--- config.mk ---
export PLATFORM = sky130hd
export DESIGN_NAME = miss_resp_classifier
export DESIGN_NICKNAME = d
export VERILOG_FILES = /design/src/rtl/mtc_pkg.sv /design/src/rtl/mtc_entry_table.sv /design/src/rtl/mtc_rsp_decode.sv /design/src/rtl/mtc_fwd_decode.sv /design/src/rtl/miss_resp_classifier.sv
export SDC_FILE = /design/constraint.sdc
export NUM_CORES = 1
export LEC_CHECK = 0
export ABC_CLOCK_PERIOD_IN_PS = 9300
export BUFFER_PORTS_ARGS = -buffer_cell sky130_fd_sc_hd__buf_4
export CELL_PAD_IN_SITES_DETAIL_PLACEMENT = 1
export CELL_PAD_IN_SITES_GLOBAL_PLACEMENT = 1
export CORE_UTILIZATION = 54
export CTS_BUF_LIST = sky130_fd_sc_hd__clkbuf_8
export DETAILED_ROUTE_END_ITERATION = 10
export PLACE_DENSITY_LB_ADDON = 0.15
export RECOVER_POWER = 50
export SYNTH_ARGS = -nofsm -noshare
export SYNTH_HDL_FRONTEND = slang
export SYNTH_SLANG_ARGS = --single-unit
--- constraint.sdc ---
create_clock -name clk -period 9.3 [get_ports clk]
set_input_delay 0 -clock clk [delete_from_list [all_inputs] [get_ports clk]]
set_output_delay 0 -clock clk [all_outputs]
set_load 0.02 [all_outputs]
--- src/rtl/mtc_pkg.sv ---
package mtc_pkg;
  localparam int ST_W = 4;
  localparam int EV_W = 4;
  localparam int TY_W = 3;

  // line states used by the classifier
  localparam logic [ST_W-1:0] ST_RD_MISS     = 4'd5;
  localparam logic [ST_W-1:0] ST_RD_MISS_INV = 4'd8;

  // response kinds
  localparam logic [TY_W-1:0] RSP_DATA      = 3'd0;
  localparam logic [TY_W-1:0] RSP_DATA_EXCL = 3'd1;
  localparam logic [TY_W-1:0] RSP_ACK       = 3'd2;
  localparam logic [TY_W-1:0] RSP_WB_ACK    = 3'd3;

  // forwarded request kinds
  localparam logic [TY_W-1:0] FWD_INV    = 3'd0;
  localparam logic [TY_W-1:0] FWD_EXCL   = 3'd1;
  localparam logic [TY_W-1:0] FWD_UPG    = 3'd2;
  localparam logic [TY_W-1:0] FWD_SHARED = 3'd3;
  localparam logic [TY_W-1:0] FWD_INSTR  = 3'd4;

  // controller events
  localparam logic [EV_W-1:0] EV_NONE       = 4'd0;
  localparam logic [EV_W-1:0] EV_DATA_EXCL  = 4'd1;
  localparam logic [EV_W-1:0] EV_DATA_PEER  = 4'd2;
  localparam logic [EV_W-1:0] EV_DATA_FINAL = 4'd3;
  localparam logic [EV_W-1:0] EV_DATA_PART  = 4'd4;
  localparam logic [EV_W-1:0] EV_ACK_FINAL  = 4'd5;
  localparam logic [EV_W-1:0] EV_ACK_PART   = 4'd6;
  localparam logic [EV_W-1:0] EV_WB_DONE    = 4'd7;
  localparam logic [EV_W-1:0] EV_FWD_INV    = 4'd8;
  localparam logic [EV_W-1:0] EV_FWD_EXCL   = 4'd9;
  localparam logic [EV_W-1:0] EV_FWD_SHARED = 4'd10;
  localparam logic [EV_W-1:0] EV_FWD_INSTR  = 4'd11;
endpackage

--- src/rtl/mtc_entry_table.sv ---
module mtc_entry_table
  import mtc_pkg::*;
#(
  parameter int ENTRIES = 4,
  parameter int ADDR_W  = 16,
  parameter int DATA_W  = 32,
  parameter int CNT_W   = 6,
  localparam int IDX_W  = $clog2(ENTRIES),
  localparam int WORD_W = ADDR_W + DATA_W + 2
) (
  input  logic                    clk,
  input  logic                    rst,
  input  logic                    alloc_req,
  input  logic [ADDR_W-1:0]       alloc_addr,
  input  logic [DATA_W-1:0]       alloc_data,
  input  logic                    alloc_dirty,
  input  logic                    alloc_pf,
  input  logic [ST_W-1:0]         alloc_state,
  output logic                    alloc_gnt,
  output logic [IDX_W-1:0]        alloc_idx,
  output logic                    alloc_stall,
  input  logic                    free_req,
  input  logic [IDX_W-1:0]        free_idx,
  input  logic                    st_we,
  input  logic [IDX_W-1:0]        st_idx,
  input  logic [ST_W-1:0]         st_val,
  input  logic [IDX_W-1:0]        look_idx,
  output logic                    look_valid,
  output logic signed [CNT_W-1:0] look_cnt,
  input  logic                    cnt_we,
  input  logic [IDX_W-1:0]        cnt_wr_idx,
  input  logic signed [CNT_W-1:0] cnt_wr_val,
  input  logic [IDX_W-1:0]        rd_idx,
  output logic                    rd_valid,
  output logic [ADDR_W-1:0]       rd_addr,
  output logic [ST_W-1:0]         rd_state,
  output logic [DATA_W-1:0]       rd_data,
  output logic                    rd_dirty,
  output logic                    rd_pf,
  output logic signed [CNT_W-1:0] rd_cnt
);
  logic [ENTRIES-1:0]        valid_q;
  logic signed [CNT_W-1:0]   cnt_q   [ENTRIES];
  logic [ST_W-1:0]           state_q [ENTRIES];
  logic [WORD_W-1:0]         word_mem [ENTRIES];
  logic [WORD_W-1:0]         rd_word;
  logic [IDX_W-1:0]          pick;
  logic                      found;
  logic                      take;

  // lowest free slot
  always_comb begin
    pick  = '0;
    found = 1'b0;
    for (int i = ENTRIES - 1; i >= 0; i--) begin
      if (!valid_q[i]) begin
        pick  = IDX_W'(i);
        found = 1'b1;
      end
    end
  end

  assign take       = alloc_req && found;
  assign look_valid = valid_q[look_idx];
  assign look_cnt   = cnt_q[look_idx];

  always_ff @(posedge clk) begin
    if (rst) begin
      valid_q     <= '0;
      alloc_gnt   <= 1'b0;
      alloc_idx   <= '0;
      alloc_stall <= 1'b0;
    end else begin
      if (free_req) valid_q[free_idx] <= 1'b0;
      if (take) valid_q[pick] <= 1'b1;
      alloc_gnt   <= take;
      alloc_idx   <= take ? pick : alloc_idx;
      alloc_stall <= alloc_req && !found;
    end
  end

  generate
    for (genvar g = 0; g < ENTRIES; g++) begin : g_ent
      always_ff @(posedge clk) begin
        if (rst) begin
          cnt_q[g]   <= '0;
          state_q[g] <= '0;
        end else begin
          if (cnt_we && cnt_wr_idx == IDX_W'(g)) cnt_q[g] <= cnt_wr_val;
          if (st_we && st_idx == IDX_W'(g)) state_q[g] <= st_val;
          if (take && pick == IDX_W'(g)) begin
            cnt_q[g]   <= '0;
            state_q[g] <= alloc_state;
          end
        end
      end
    end
  endgenerate

  // wide payload kept in a single write port / registered read array
  always_ff @(posedge clk) begin
    if (take) word_mem[pick] <= {alloc_addr, alloc_data, alloc_dirty, alloc_pf};
    rd_word <= word_mem[rd_idx];
  end

  always_ff @(posedge clk) begin
    if (rst) begin
      rd_valid <= 1'b0;
      rd_state <= '0;
      rd_cnt   <= '0;
    end else begin
      rd_valid <= valid_q[rd_idx];
      rd_state <= state_q[rd_idx];
      rd_cnt   <= cnt_q[rd_idx];
    end
  end

  assign rd_addr  = rd_word[WORD_W-1 -: ADDR_W];
  assign rd_data  = rd_word[DATA_W+1 -: DATA_W];
  assign rd_dirty = rd_word[1];
  assign rd_pf    = rd_word[0];


  grant_valid_chk: assert property (@(posedge clk) disable iff (rst)
    alloc_gnt |-> valid_q[alloc_idx]);


  full_stall_chk: assert property (@(posedge clk) disable iff (rst)
    ($past(alloc_req) && $past(&valid_q) && !$past(rst)) |-> (alloc_stall && !alloc_gnt));


  free_clear_chk: assert property (@(posedge clk) disable iff (rst)
    free_req |=> !valid_q[$past(free_idx)]);
endmodule

--- src/rtl/mtc_rsp_decode.sv ---
module mtc_rsp_decode
  import mtc_pkg::*;
#(
  parameter int CNT_W = 6
) (
  input  logic                    clk,
  input  logic                    rst,
  input  logic                    rsp_valid,
  input  logic [TY_W-1:0]         rsp_type,
  input  logic signed [CNT_W-1:0] rsp_acks,
  input  logic                    rsp_from_l1,
  input  logic [ST_W-1:0]         line_state,
  input  logic                    ent_valid,
  input  logic signed [CNT_W-1:0] stored_cnt,
  output logic                    cnt_we,
  output logic signed [CNT_W-1:0] cnt_new,
  output logic                    ev_valid,
  output logic [EV_W-1:0]         ev_code,
  output logic signed [CNT_W-1:0] cnt_after,
  output logic                    err
);
  logic signed [CNT_W-1:0] diff;
  logic                    last;
  logic                    upd;
  logic                    bad;
  logic                    err_c;
  logic                    go;
  logic [EV_W-1:0]         ev_c;

  assign diff = stored_cnt - rsp_acks;
  assign last = (diff == '0);

  always_comb begin
    upd  = 1'b0;
    bad  = 1'b0;
    ev_c = EV_NONE;
    unique case (rsp_type)
      RSP_DATA_EXCL: ev_c = EV_DATA_EXCL;
      RSP_WB_ACK:    ev_c = EV_WB_DONE;
      RSP_DATA: begin
        if (rsp_from_l1 && (line_state == ST_RD_MISS || line_state == ST_RD_MISS_INV)) begin
          ev_c = EV_DATA_PEER;
        end else begin
          upd  = 1'b1;
          ev_c = last ? EV_DATA_FINAL : EV_DATA_PART;
        end
      end
      RSP_ACK: begin
        upd  = 1'b1;
        ev_c = last ? EV_ACK_FINAL : EV_ACK_PART;
      end
      default: bad = 1'b1;
    endcase
  end

  assign err_c   = rsp_valid && (bad || !ent_valid);
  assign go      = rsp_valid && !err_c;
  assign cnt_we  = go && upd;
  assign cnt_new = diff;

  always_ff @(posedge clk) begin
    if (rst) begin
      ev_valid  <= 1'b0;
      ev_code   <= EV_NONE;
      cnt_after <= '0;
      err       <= 1'b0;
    end else begin
      ev_valid  <= go;
      ev_code   <= go ? ev_c : EV_NONE;
      cnt_after <= upd ? diff : stored_cnt;
      err       <= err_c;
    end
  end


  stale_entry_chk: assert property (@(posedge clk) disable iff (rst)
    ($past(rsp_valid) && !$past(ent_valid) && !$past(rst)) |-> (err && !ev_valid));
endmodule

--- src/rtl/mtc_fwd_decode.sv ---
module mtc_fwd_decode
  import mtc_pkg::*;
#(
  parameter int CNT_W = 6
) (
  input  logic             clk,
  input  logic             rst,
  input  logic             fwd_valid,
  input  logic [TY_W-1:0]  fwd_type,
  output logic             ev_valid,
  output logic [EV_W-1:0]  ev_code,
  output logic [CNT_W-1:0] ack_cnt,
  output logic             err
);
  logic [EV_W-1:0] ev_c;
  logic            bad;

  always_comb begin
    bad  = 1'b0;
    ev_c = EV_NONE;
    unique case (fwd_type)
      FWD_INV:            ev_c = EV_FWD_INV;
      FWD_EXCL, FWD_UPG:  ev_c = EV_FWD_EXCL;
      FWD_SHARED:         ev_c = EV_FWD_SHARED;
      FWD_INSTR:          ev_c = EV_FWD_INSTR;
      default:            bad  = 1'b1;
    endcase
  end

  always_ff @(posedge clk) begin
    if (rst) begin
      ev_valid <= 1'b0;
      ev_code  <= EV_NONE;
      ack_cnt  <= '0;
      err      <= 1'b0;
    end else begin
      ev_valid <= fwd_valid && !bad;
      ev_code  <= (fwd_valid && !bad) ? ev_c : EV_NONE;
      ack_cnt  <= (fwd_valid && fwd_type == FWD_INV) ? CNT_W'(1) : '0;
      err      <= fwd_valid && bad;
    end
  end


  upgrade_fold_chk: assert property (@(posedge clk) disable iff (rst)
    ($past(fwd_valid) && $past(fwd_type) == FWD_UPG && !$past(rst)) |-> (ev_valid && ev_code == EV_FWD_EXCL));


  inv_one_chk: assert property (@(posedge clk) disable iff (rst)
    (ev_valid && ev_code == EV_FWD_INV) |-> (ack_cnt == CNT_W'(1)));
endmodule

--- src/rtl/miss_resp_classifier.sv ---
module miss_resp_classifier
  import mtc_pkg::*;
#(
  parameter int ENTRIES = 4,
  parameter int ADDR_W  = 16,
  parameter int DATA_W  = 32,
  parameter int CNT_W   = 6,
  localparam int IDX_W  = $clog2(ENTRIES)
) (
  input  logic                    clk,
  input  logic                    rst,
  input  logic                    alloc_req,
  input  logic [ADDR_W-1:0]       alloc_addr,
  input  logic [DATA_W-1:0]       alloc_data,
  input  logic                    alloc_dirty,
  input  logic                    alloc_pf,
  input  logic [3:0]              alloc_state,
  output logic                    alloc_gnt,
  output logic [IDX_W-1:0]        alloc_idx,
  output logic                    alloc_stall,
  input  logic                    free_req,
  input  logic [IDX_W-1:0]        free_idx,
  input  logic                    st_we,
  input  logic [IDX_W-1:0]        st_idx,
  input  logic [3:0]              st_val,
  input  logic                    rsp_valid,
  input  logic [IDX_W-1:0]        rsp_idx,
  input  logic [2:0]              rsp_type,
  input  logic signed [CNT_W-1:0] rsp_acks,
  input  logic                    rsp_from_l1,
  input  logic [3:0]              line_state,
  output logic                    rsp_ev_valid,
  output logic [3:0]              rsp_event,
  output logic signed [CNT_W-1:0] rsp_cnt_after,
  input  logic                    fwd_valid,
  input  logic [2:0]              fwd_type,
  output logic                    fwd_ev_valid,
  output logic [3:0]              fwd_event,
  output logic [CNT_W-1:0]        fwd_ack_cnt,
  input  logic [IDX_W-1:0]        rd_idx,
  output logic                    rd_valid,
  output logic [ADDR_W-1:0]       rd_addr,
  output logic [3:0]              rd_state,
  output logic [DATA_W-1:0]       rd_data,
  output logic                    rd_dirty,
  output logic                    rd_pf,
  output logic signed [CNT_W-1:0] rd_cnt,
  output logic                    proto_err
);
  logic                    ent_valid;
  logic signed [CNT_W-1:0] stored_cnt;
  logic                    cnt_we;
  logic signed [CNT_W-1:0] cnt_new;
  logic                    rsp_err;
  logic                    fwd_err;

  mtc_entry_table #(
    .ENTRIES(ENTRIES), .ADDR_W(ADDR_W), .DATA_W(DATA_W), .CNT_W(CNT_W)
  ) u_tab (
    .clk(clk), .rst(rst),
    .alloc_req(alloc_req), .alloc_addr(alloc_addr), .alloc_data(alloc_data),
    .alloc_dirty(alloc_dirty), .alloc_pf(alloc_pf), .alloc_state(alloc_state),
    .alloc_gnt(alloc_gnt), .alloc_idx(alloc_idx), .alloc_stall(alloc_stall),
    .free_req(free_req), .free_idx(free_idx),
    .st_we(st_we), .st_idx(st_idx), .st_val(st_val),
    .look_idx(rsp_idx), .look_valid(ent_valid), .look_cnt(stored_cnt),
    .cnt_we(cnt_we), .cnt_wr_idx(rsp_idx), .cnt_wr_val(cnt_new),
    .rd_idx(rd_idx), .rd_valid(rd_valid), .rd_addr(rd_addr), .rd_state(rd_state),
    .rd_data(rd_data), .rd_dirty(rd_dirty), .rd_pf(rd_pf), .rd_cnt(rd_cnt)
  );

  mtc_rsp_decode #(.CNT_W(CNT_W)) u_rsp (
    .clk(clk), .rst(rst),
    .rsp_valid(rsp_valid), .rsp_type(rsp_type), .rsp_acks(rsp_acks),
    .rsp_from_l1(rsp_from_l1), .line_state(line_state),
    .ent_valid(ent_valid), .stored_cnt(stored_cnt),
    .cnt_we(cnt_we), .cnt_new(cnt_new),
    .ev_valid(rsp_ev_valid), .ev_code(rsp_event), .cnt_after(rsp_cnt_after),
    .err(rsp_err)
  );

  mtc_fwd_decode #(.CNT_W(CNT_W)) u_fwd (
    .clk(clk), .rst(rst),
    .fwd_valid(fwd_valid), .fwd_type(fwd_type),
    .ev_valid(fwd_ev_valid), .ev_code(fwd_event), .ack_cnt(fwd_ack_cnt),
    .err(fwd_err)
  );

  assign proto_err = rsp_err | fwd_err;


  data_final_zero_chk: assert property (@(posedge clk) disable iff (rst)
    (rsp_ev_valid && rsp_event == EV_DATA_FINAL) |-> (u_tab.cnt_q[$past(rsp_idx)] == '0));


  ack_final_zero_chk: assert property (@(posedge clk) disable iff (rst)
    (rsp_ev_valid && rsp_event == EV_ACK_FINAL) |-> (u_tab.cnt_q[$past(rsp_idx)] == '0));


  peer_keeps_cnt_chk: assert property (@(posedge clk) disable iff (rst)
    (rsp_ev_valid && rsp_event == EV_DATA_PEER) |-> (u_tab.cnt_q[$past(rsp_idx)] == $past(stored_cnt)));
endmodule

==> results of run 1 <==
==> flip-flops by register name (all words and copies together), names as in the netlist, 2 cells and up <==
signal           cells
u_tab.rd_cnt         6
u_fwd.ev_code        3
u_tab.state_q       16
u_tab.rd_word       50
u_tab.rd_state       4
u_tab.cnt_q         24
u_tab.valid_q        4
u_rsp.ev_code        3
u_rsp.cnt_after      6
u_tab.word_mem     200
u_tab.alloc_idx      2
==> layout make-up <==
cell class,instances,area share (%)
repair buffers,268,11.8
well taps,275,2.33
flip-flops and latches,326,60.3
multi-input cells,275,18.7
clock buffers,54,5.02
clock inverters,42,1.49
inverters,13,0.330
diodes,3,0.0507
==> synth_stat cells, drive strengths merged, types with 2 or more instances <==
library cell	number
and3b	2
a22o	13
dfxtp	86
a211oi	3
nand4	2
nor3	8
nand2	35
nand3b	3
edfxtp	240
a21o	3
nand3	6
clkbuf	17
nor4	2
nand2b	5
mux4	68
ha	6
inv	13
o21ai	11
buf	14
nor2b	15
nor2	43
or2	6
or3	8
a21oi	13
a2111oi	2
a221o	2
==> cells by family after synthesis <==
kind of cell	after synthesis
compound gates	49
other cells	1
mux	69
flops	326
fa+ha+maj	7
xor+xnor	2
buf+inv	44
simple gates	141
==> power groups by stage <==
stage          clock, uW  combinational, uW  sequential, uW
2_1_floorplan          0                116            1700
3_3_place_gp           0                251            1670
3_5_place_dp           0                261            1680
4_1_cts             1150                293            1650
5_1_grt             1240                290            1650
6_report            1170                274            1650
==> layer usage <==
layer	up-vias	global-route usage [%]	routed length (um)
met3	68	4.76	1760
met2	312	54.5	17700
li1	3089	-	-
met1	3691	35.7	12600
met5	-	0	0
met4	0	12.6	1020
==> stage by stage <==
step / hold slack, ns / cell area, um2 / total power [uW]
2_1_floorplan: 0.0785 / 11900 / 1820
3_3_place_gp: 0.188 / 13400 / 1920
3_5_place_dp: 0.204 / 13400 / 1940
4_1_cts: 0.00213 / 15300 / 3090
5_1_grt: 0.00993 / 14800 / 3190
6_report: 0.0214 / 14800 / 3100
==> worst max-delay path: cells and delay by family <==
family / cells / cell delay (ns)
buf+inv: 2 / 3.93
simple gates: 1 / 0.20
mux: 1 / 0.79
==> worst paths after layout <==
path	start	end	slack, ns
min	rsp_acks[0]	u_tab.cnt_q[1][0]$_SDFFCE_PP0P_	0.02
min reg2reg	u_tab.alloc_idx[0]$_SDFFE_PP0P_	u_tab.alloc_idx[0]$_SDFFE_PP0P_	0.54
max reg2reg	u_tab.cnt_q[3][0]$_SDFFCE_PP0P_	u_rsp.ev_code[1]$_SDFF_PP0_	5.33
max	rd_idx[0]	u_tab.rd_state[3]$_SDFF_PP0_	4.65
==> repair_timing <==
item | 4_1_cts | 5_1_grt
hold buffers | 93 | 0
setup endpoints to repair | 0 | 0
hold endpoints to repair | 266 | 0
setup buffers | 0 | 0
==> flow_summary.yaml, run 1 <==
clock_network:
  path_clk_slew_ns: 0.06
  numCtsBuffers: 51
  post_cts_resized: 0
  cts_buffer_depth: 3
  cts_sinks: 326
  clk_latency_ns: 0.58
  root_buffer: "clkbuf_8"
  cts_tree: "built"
  htreeDepth: 2
power_and_ir_drop:
  leakagePower_uw: 0.00533
  power_frac_comb_pct: 8.8
  pwr-share-clk_pct: 37.9
  swShare_pct: 25.5
  p_int_uw: 2310
  p_seq_share_pct: 53.3
  p_per_area_nw_per_um2: 209
  ir_drop_v: 0.000107
  power_switching_uw: 789
critical_path:
  slowest_delay_ns: 2.99
  path_class: "in2reg"
  crit_path_top_delay_cell: "clkbuf_1"
  setup.worst_path.end_class: "flop"
  cp_max_fo: 47
  ff2ff_path_depth: 11
  cp_data_arrival_time_ns: 4.96
  cp_cell_sequence: "clkbuf_1 > clkbuf_1 > mux4_2 > nor2b_1"
  start_kind: "input port"
  crit_path_frequent_cell: "clkbuf_1"
  crit_required_ns: 9.61
global_routing:
  grt_max_degree: 62
  grt_pass1_vias: 7988
  track_usage_pct: 30.1
  antenna_found_initial: 3
  grt_pass1_wl_um: 48500
  grt.overflow.total: 0
floorplanning:
  die_h_um: 150
  core_um2: 21300
  die-area_um2: 22600
  placementRows: 53
  io-pin-count: 178
  start_util_pct: 55.7
  chipWidth_um: 150
place:
  place_ws_ns: 6.39
  place_inst: 1064
  hpwl_um: 16500
  port_buffers: 170
  gp_congestion: 0.893
run:
  max_cap_violations: 3
cells_and_area:
  stdcell_count: 1256
  final_util_pct: 69.5
  drive_above_1_share_pct: 19.5
  syn_to_final_growth_pct: 24.7
  nets: 1032
  seq_area_um2: 8930
  final_common_cell: "edfxtp_1"
  layout_common_cells: "edfxtp_1 (240), clkbuf_1 (134), dlygate4sd3_1 (93), dfxtp_1 (86), mux4_2 (67)"
  fillCellCount: 1892
  multi_input_area_um2: 2760
min_path:
  worstHoldPathType: "in2reg"
  min_path_cells: 3
status:
  violations: "capacitance limit, slew limit"
  run_status: "finished, violations left"
synthesis:
  ys_warn_count: 0
  synth_cell_types: 45
  synthFlopType: "edfxtp_1"
  synthMuxAreaShare_pct: 13.0
  synth_xor_xnor_area_share_pct: 0.148
  seq_area_frac_synth_pct: 75.3
  synth_top_family_by_area: "multiplexers"
  yosysTopAreaCellShare_pct: 60.8
  netlist_area_um2: 11900
  syn-instance-count: 639
  ys_top_cells_by_area: "edfxtp_1 (61%), dfxtp_1 (15%), mux4_2 (13%), nor2_1 (1.4%), nand2_1 (1.1%)"
  synth-edff-count: 240
  synth_area_leader_cell: "edfxtp_1"
  async_flop_share_pct: 0
  synth_compound_area_share_pct: 3.14
  synth-simple-area-share_pct: 5.89
  ys_seq_elements: 326
  syn_area_per_cell_um2: 18.6
  synth_fa_ha_area_share_pct: 0.802
drt:
  wl_um: 33000
  drtIter0Drc: 451
  via_per_inst: 5.70
  first_pass_iters: 5
  via_count: 7160
  wl_per_cell_um: 26.3
  postRouteAntennaNets: 0
  drc: 0
timing:
  rsz0062_at_grt: "no"
  finalSetupViolations: 0
  min_period_over_period_pct: 50.0
  slew_headroom_pct: -178
  worst_slack_ns: 4.65
  setup-tns-final_ns: 0
  skew_ns: 0.0190
  fmax_mhz: 215
  drv_slew: 107
  finalHoldViolations: 0
  min_period_ns: 4.65
  tightest_slew_ns: 4.17
Note: power is estimated with default switching activity, not from simulation.
==> inputs of run 2 (changes only) <==
ABC_CLOCK_PERIOD_IN_PS = 4200   (was 9300)
CORE_UTILIZATION = 45   (was 54)
clock period = 4.2 ns   (was 9.3 ns; I/O delays follow)
==> run 2 against run 1 <==
The run still ends with capacitance limit, slew limit left. Clock skew barely moved. Final area increased by 0.63%. Via count fell by 3.9%. Non-clock buffer count grew 3. Worst hold slack improved by 0.034 ns. Sequential share of layout area is 0.38 points lower. Setup slack worse by 4.1 ns. Combinational power grew 110%. Core utilization down 12 points. Count of clock-buffer cells in the layout rose by 4. Critical path depth increased by 4. Largest cell class unchanged. Highest routed layer unchanged.
==> flow_summary.yaml, run 2 (same netlist as run 1, synthesis figures left out) <==
timing:
  finalSetupViolations: 0
  min_period_ns: 3.62
  setup-tns-final_ns: 0
  finalHoldViolations: 0
  skew_ns: 0.0194
  min_period_over_period_pct: 86.1
  rsz0062_at_grt: "no"
  drv_slew: 85
  tightest_slew_ns: 2.14
  fmax_mhz: 276
  slew_headroom_pct: -42.4
status:
  violations: "capacitance limit, slew limit"
  run_status: "finished, violations left"
floorplanning:
  core_um2: 26000
  placementRows: 59
  start_util_pct: 45.6
  die-area_um2: 27000
  io-pin-count: 178
  die_h_um: 164
  chipWidth_um: 164
clock_network:
  numCtsBuffers: 51
  cts_buffer_depth: 3
  clk_latency_ns: 0.56
  path_clk_slew_ns: 0.07
  root_buffer: "clkbuf_8"
  hold_buffers: 95
  cts_sinks: 326
  post_cts_resized: 0
  htreeDepth: 2
  cts_setup_buffers: 0
  cts_tree: "built"
power_and_ir_drop:
  leakagePower_uw: 0.00540
  ir_drop_v: 0.000288
  p_per_area_nw_per_um2: 446
drt:
  top_layer: "met4"
  wl_met1_um: 10800
  via_per_inst: 5.23
  drtIter0Drc: 442
  first_pass_iters: 6
  drc: 0
  met3_length_um: 1390
  wl_met2_um: 14500
  wl_per_cell_um: 20.7
  postRouteAntennaNets: 0
  wl_um: 27200
  via_count: 6881
cells_and_area:
  stdcell_count: 1316
  reg_top3: "u_tab.word_mem: 200 flops, u_tab.rd_word: 50 flops, u_tab.cnt_q: 24 flops"
  drive_above_1_share_pct: 18.7
  multi_input_area_um2: 2770
  largest_reg_flops: 200
  layout_common_cells: "edfxtp_1 (240), clkbuf_1 (133), dlygate4sd3_1 (95), dfxtp_1 (86), mux4_2 (67)"
  final_common_cell: "edfxtp_1"
  fillCellCount: 2491
  nets: 1035
  seq_area_um2: 8930
  top_register: "u_tab.word_mem"
  syn_to_final_growth_pct: 25.5
global_routing:
  grt.overflow.total: 0
  grt_pass1_vias: 7695
  grt_pass1_wl_um: 41400
  antenna_found_initial: 1
  grt_max_degree: 62
  track_usage_pct: 20.5
run:
  max_cap_violations: 3
place:
  hpwl_um: 16200
  place_inst: 1125
  port_buffers: 170
  gp_congestion: 0.806
critical_path:
  setup.worst_path.end_class: "flop"
  crit_required_ns: 4.69
  path_class: "reg2reg"
  cp_max_fo: 5
  cp_data_arrival_time_ns: 4.10
  start_kind: "flop"
min_path:
  worstHoldPathType: "in2reg"
-- run 2: final timing paths --
check                                                      from                         endpoint  slack (ns)  cells past startpoint
worst min register to register  u_tab.word_mem[2][38]$_DFFE_PP_        u_tab.rd_word[38]$_DFF_P_        0.55                      1
worst max-delay path            u_tab.cnt_q[3][2]$_SDFFCE_PP0P_      u_rsp.ev_code[2]$_SDFF_PP0_        0.58                      8
worst max register to register  u_tab.cnt_q[3][2]$_SDFFCE_PP0P_      u_rsp.ev_code[2]$_SDFF_PP0_        0.58                      8
worst min-delay path                                rsp_acks[1]  u_tab.cnt_q[0][1]$_SDFFCE_PP0P_        0.06                      3
-- run 2: stage by stage --
step	worst slack (ns)	total power (uW)	instance area, um2	hold slack [ns]	utilization, %
6_report	0.583	6640	14900	0.0553	57.3
3_3_place_gp	1.37	4260	13500	0.189	51.9
3_5_place_dp	1.24	4290	13500	0.204	51.9
2_1_floorplan	0.480	4020	11900	0.0785	-
5_1_grt	0.474	6900	14900	0.0546	57.3
4_1_cts	0.690	6780	15400	0.0315	59.2
-- run 2: layout make-up --
type	count	area share, %
Sequential cell	326	60.0
Multi-Input combinational cell	275	18.6
Clock inverter	37	1.03
Inverter	13	0.328
Tap cell	335	2.81
Clock buffer	58	5.36
Antenna cell	1	0.0168
Timing Repair Buffer	271	11.9
-- run 2: routing by layer --
| layer | global-route usage [%] | vias to the layer above |
|---|---|---|
| met2 | 37.3 | 217 |
| met1 | 24.5 | 3523 |
| li1 | - | 3092 |
| met3 | 3.56 | 49 |
| met4 | 6.82 | 0 |
| met5 | 0 | - |
-- run 2: where the power goes --
part | internal, uW | total [uW] | switching, uW
combinational | 244 | 584 | 340
clock | 1260 | 2410 | 1150
sequential | 3600 | 3640 | 43.3
-- run 2: critical path, cell delays in order (launching register included) --
cell and delay (ns):
edfxtp_1 0.42, mux4_2 0.55, ha_1 0.37, a21o_1 0.22, o211a_1 0.23, o21ai_0 0.56, a21oi_1 0.20, o41ai_1 0.39
dlygate4sd3_1 0.61
==> inputs of run 3 (changes only) <==
ABC_AREA = 1   (was default)
CORE_UTILIZATION = 43   (was 45)
==> run 3 against run 2 <==
The run still ends with capacitance limit, slew limit left. Power is 3.5% higher. Non-clock buffer count is 13 higher. Via count is 26% higher. Synthesized cell count is 57% higher. Combinational power is 13% higher. Global-route usage is 1.3 points higher. Worst hold slack worse by 0.0061 ns. Flip-flop and latch count stayed put. Largest cell class unchanged. Largest power group unchanged.
==> flow_summary.yaml, run 3 <==
synthesis:
  yosysTopAreaCellShare_pct: 59.6
  yosysMostFrequentCell: "edfxtp_1"
  synthFlopType: "edfxtp_1"
  ys_seq_elements: 326
  ys_top_cells_by_area: "edfxtp_1 (60%), dfxtp_1 (14%), nor2_1 (5.6%), o21ai_0 (5.5%), o22ai_1 (3.2%)"
  syn-instance-count: 1002
  post_synth_most_frequent_cells: "edfxtp_1 (240), nor2_1 (180), o21ai_0 (134)"
  synth_area_leader_cell: "edfxtp_1"
  seq_area_frac_synth_pct: 73.9
  synth-edff-count: 240
  synth_cell_types: 34
  syn_area_per_cell_um2: 12.1
  async_flop_share_pct: 0
  netlist_area_um2: 12100
  ys_warn_count: 0
clock_network:
  path_clk_slew_ns: 0.06
  root_buffer: "clkbuf_8"
  htreeDepth: 2
  cts_tree: "built"
  clk_latency_ns: 0.56
  numCtsBuffers: 52
  cts_buffer_depth: 3
  cts_setup_buffers: 0
  cts_sinks: 326
critical_path:
  path_class: "in2reg"
  worst-path-stages: 18
  cp_num_buf_inv: 4
  slowest_delay_ns: 0.63
  reg2reg_setup_slack_ns: 0.63
  crit_start: "rsp_idx[1]"
  r2r-start: "u_tab.cnt_q[1][0]$_SDFFCE_PP0P_"
  ff2ff_path_depth: 15
  start_kind: "input port"
  setup.worst_path.end_class: "flop"
  cp_cell_sequence: "dlygate4sd3_1 > buf_4 > nor2_1 > nand2_1 > o21ai_0 > a221oi_1 > ha_1 > fa_1 > nand2_1 > nor2_1 > nand3_1 > nor2_1 > nand3_1 > nand2_1 > nand2_1 > dlygate4sd3_1 > a21oi_1 > dlygate4sd3_1"
  crit_required_ns: 4.71
  crit_path_end: "u_rsp.ev_code[1]$_SDFF_PP0_"
  cpLargestDelayFamily: "buffers and inverters"
  crit_path_top_delay_cell: "fa_1"
  cp_max_fo: 8
  reg2reg_to: "u_rsp.ev_code[1]$_SDFF_PP0_"
  cp_data_arrival_time_ns: 4.31
  crit_path_frequent_cell: "nand2_1"
drt:
  via_per_inst: 5.07
  first_pass_iters: 4
  drc: 0
  postRouteAntennaNets: 0
  wl_per_cell_um: 18.3
  via_count: 8679
  drtIter0Drc: 513
  wl_um: 31300
global_routing:
  grt_pass1_wl_um: 48100
  grt_pass1_vias: 9020
  track_usage_pct: 21.8
  antenna_found_initial: 0
  grt_max_degree: 69
  grt.overflow.total: 0
timing:
  slew_headroom_pct: -38.6
  drv_slew: 125
  min_period_ns: 3.81
  rsz0062_at_grt: "no"
  hold_slack_ns: 0.0492
  setup-tns-final_ns: 0
  finalSetupViolations: 0
  tightest_slew_ns: 2.08
  min_period_over_period_pct: 90.7
  fmax_mhz: 262
  finalHoldViolations: 0
  skew_ns: 0.0179
floorplanning:
  core_um2: 27700
  start_util_pct: 43.6
  die_h_um: 170
  io-pin-count: 178
  chipWidth_um: 170
  die-area_um2: 28800
  placementRows: 61
power_and_ir_drop:
  power_switching_uw: 1710
  p_int_uw: 5160
  leakagePower_uw: 0.00570
  pwr-share-clk_pct: 36.9
  p_seq_share_pct: 53.4
  swShare_pct: 24.8
  power_frac_comb_pct: 9.6
  p_per_area_nw_per_um2: 451
  ir_drop_v: 0.000203
cells_and_area:
  antenna_cells: 0
  fin_area_um2: 15200
  syn_to_final_growth_pct: 26.1
  largest_reg_flops: 200
  top_register: "u_tab.word_mem"
  layout_common_cells: "edfxtp_1 (240), nor2_1 (179), o21ai_0 (134), clkbuf_1 (133), dlygate4sd3_1 (102)"
  final_util_pct: 55.0
  nets: 1392
  reg_top3: "u_tab.word_mem: 200 flops, u_tab.rd_word: 50 flops, u_tab.cnt_q: 24 flops"
  drive_above_1_share_pct: 9.81
  final_common_cell: "edfxtp_1"
min_path:
  min_path_cells: 6
  worstHoldPathType: "in2reg"
status:
  run_status: "finished, violations left"
  violations: "capacitance limit, slew limit"
place:
  gp_congestion: 0.821
  hpwl_um: 18600
  port_buffers: 170
  dpl-instance-area_um2: 13800
run:
  max_cap_violations: 2
-- run 3: cell count changes after synthesis, moves of 6 or more --
cell,previous run,this run
o22ai_1,0,62
clkbuf_1,17,37
a21oi_1,13,30
nor2b_1,15,0
nand2_1,35,78
mux4_2,67,0
nand3_1,6,27
inv_1,13,64
a22o_1,13,0
or3_1,7,1
nor2_1,43,180
o21ai_0,10,134
-- run 3: per-layer routing --
metal / GRT usage [%] / part of all wire [%]
met5: 0 / 0
met4: 5.48 / 1.6
met3: 4.31 / 5.2
met2: 38.1 / 50
met1: 27.8 / 44
-- run 3: how the worst min path moves through the flow --
stage | startpoint | to | slack, ns
floorplan | fwd_type[2] | u_fwd.ack_cnt[0]$_SDFF_PP0_ | 0.08
global placement | fwd_type[2] | u_fwd.ack_cnt[0]$_SDFF_PP0_ | 0.19
detailed placement | fwd_type[2] | u_fwd.ack_cnt[0]$_SDFF_PP0_ | 0.19
CTS | rsp_acks[5] | u_tab.cnt_q[2][5]$_SDFFCE_PP0P_ | 0.02
global route | rd_idx[0] | u_tab.rd_word[7]$_DFF_P_ | 0.07
finish | rsp_acks[5] | u_tab.cnt_q[2][5]$_SDFFCE_PP0P_ | 0.05
-- run 3: kinds of logic after synthesis --
family          count (synthesis)  share of synthesized area (%)
compound gates                241                           10.9
other cells                     1                         0.0310
simple gates                  307                           10.3
flops                         326                           73.9
buf+inv                       120                           4.03
fa+ha+maj                       7                          0.787
-- run 3: worst reg2reg max path, delay by kind of cell, from the launching register on --
family	cells	cell delay (ns)
AND/OR/NAND/NOR	7	0.75
flip-flops	1	0.32
buffers and inverters	3	1.18
AO/OA/AOI/OAI	3	0.40
adder cells (fa/ha/maj)	2	0.88
-- run 3: layout make-up --
type	count	area, um2
inverter	69	260
tap	378	473
clock inverter	36	176
sequential	326	8930
fill	3001	12500
clock buffer	58	798
multi-input combinational	562	2720
timing repair buffer	284	1890
-- run 3: power groups by stage --
stage,sequential [uW],combinational [uW],clock [uW]
after global routing,3680,728,2720
after floorplan,3800,284,0
final,3670,662,2540
after CTS,3670,733,2580
after detailed placement,3740,662,0
after global placement,3740,646,0
-- run 3: repair_timing --
action                                  4_1_cts  5_1_grt
endpoints found under the setup margin        0        0
gates resized for setup                       0        0
endpoints found under the hold margin       264        0
hold buffers                                102        0
-- run 3: stage by stage --
step                power [uW]  setup WS [ns]  std cells
floorplan                 4090          0.475       1008
global placement          4380           1.57       1517
detailed placement        4400           1.49       1517
CTS                       6990          0.468       1713
global route              7130         0.0881       1713
finish                    6870          0.390       1713
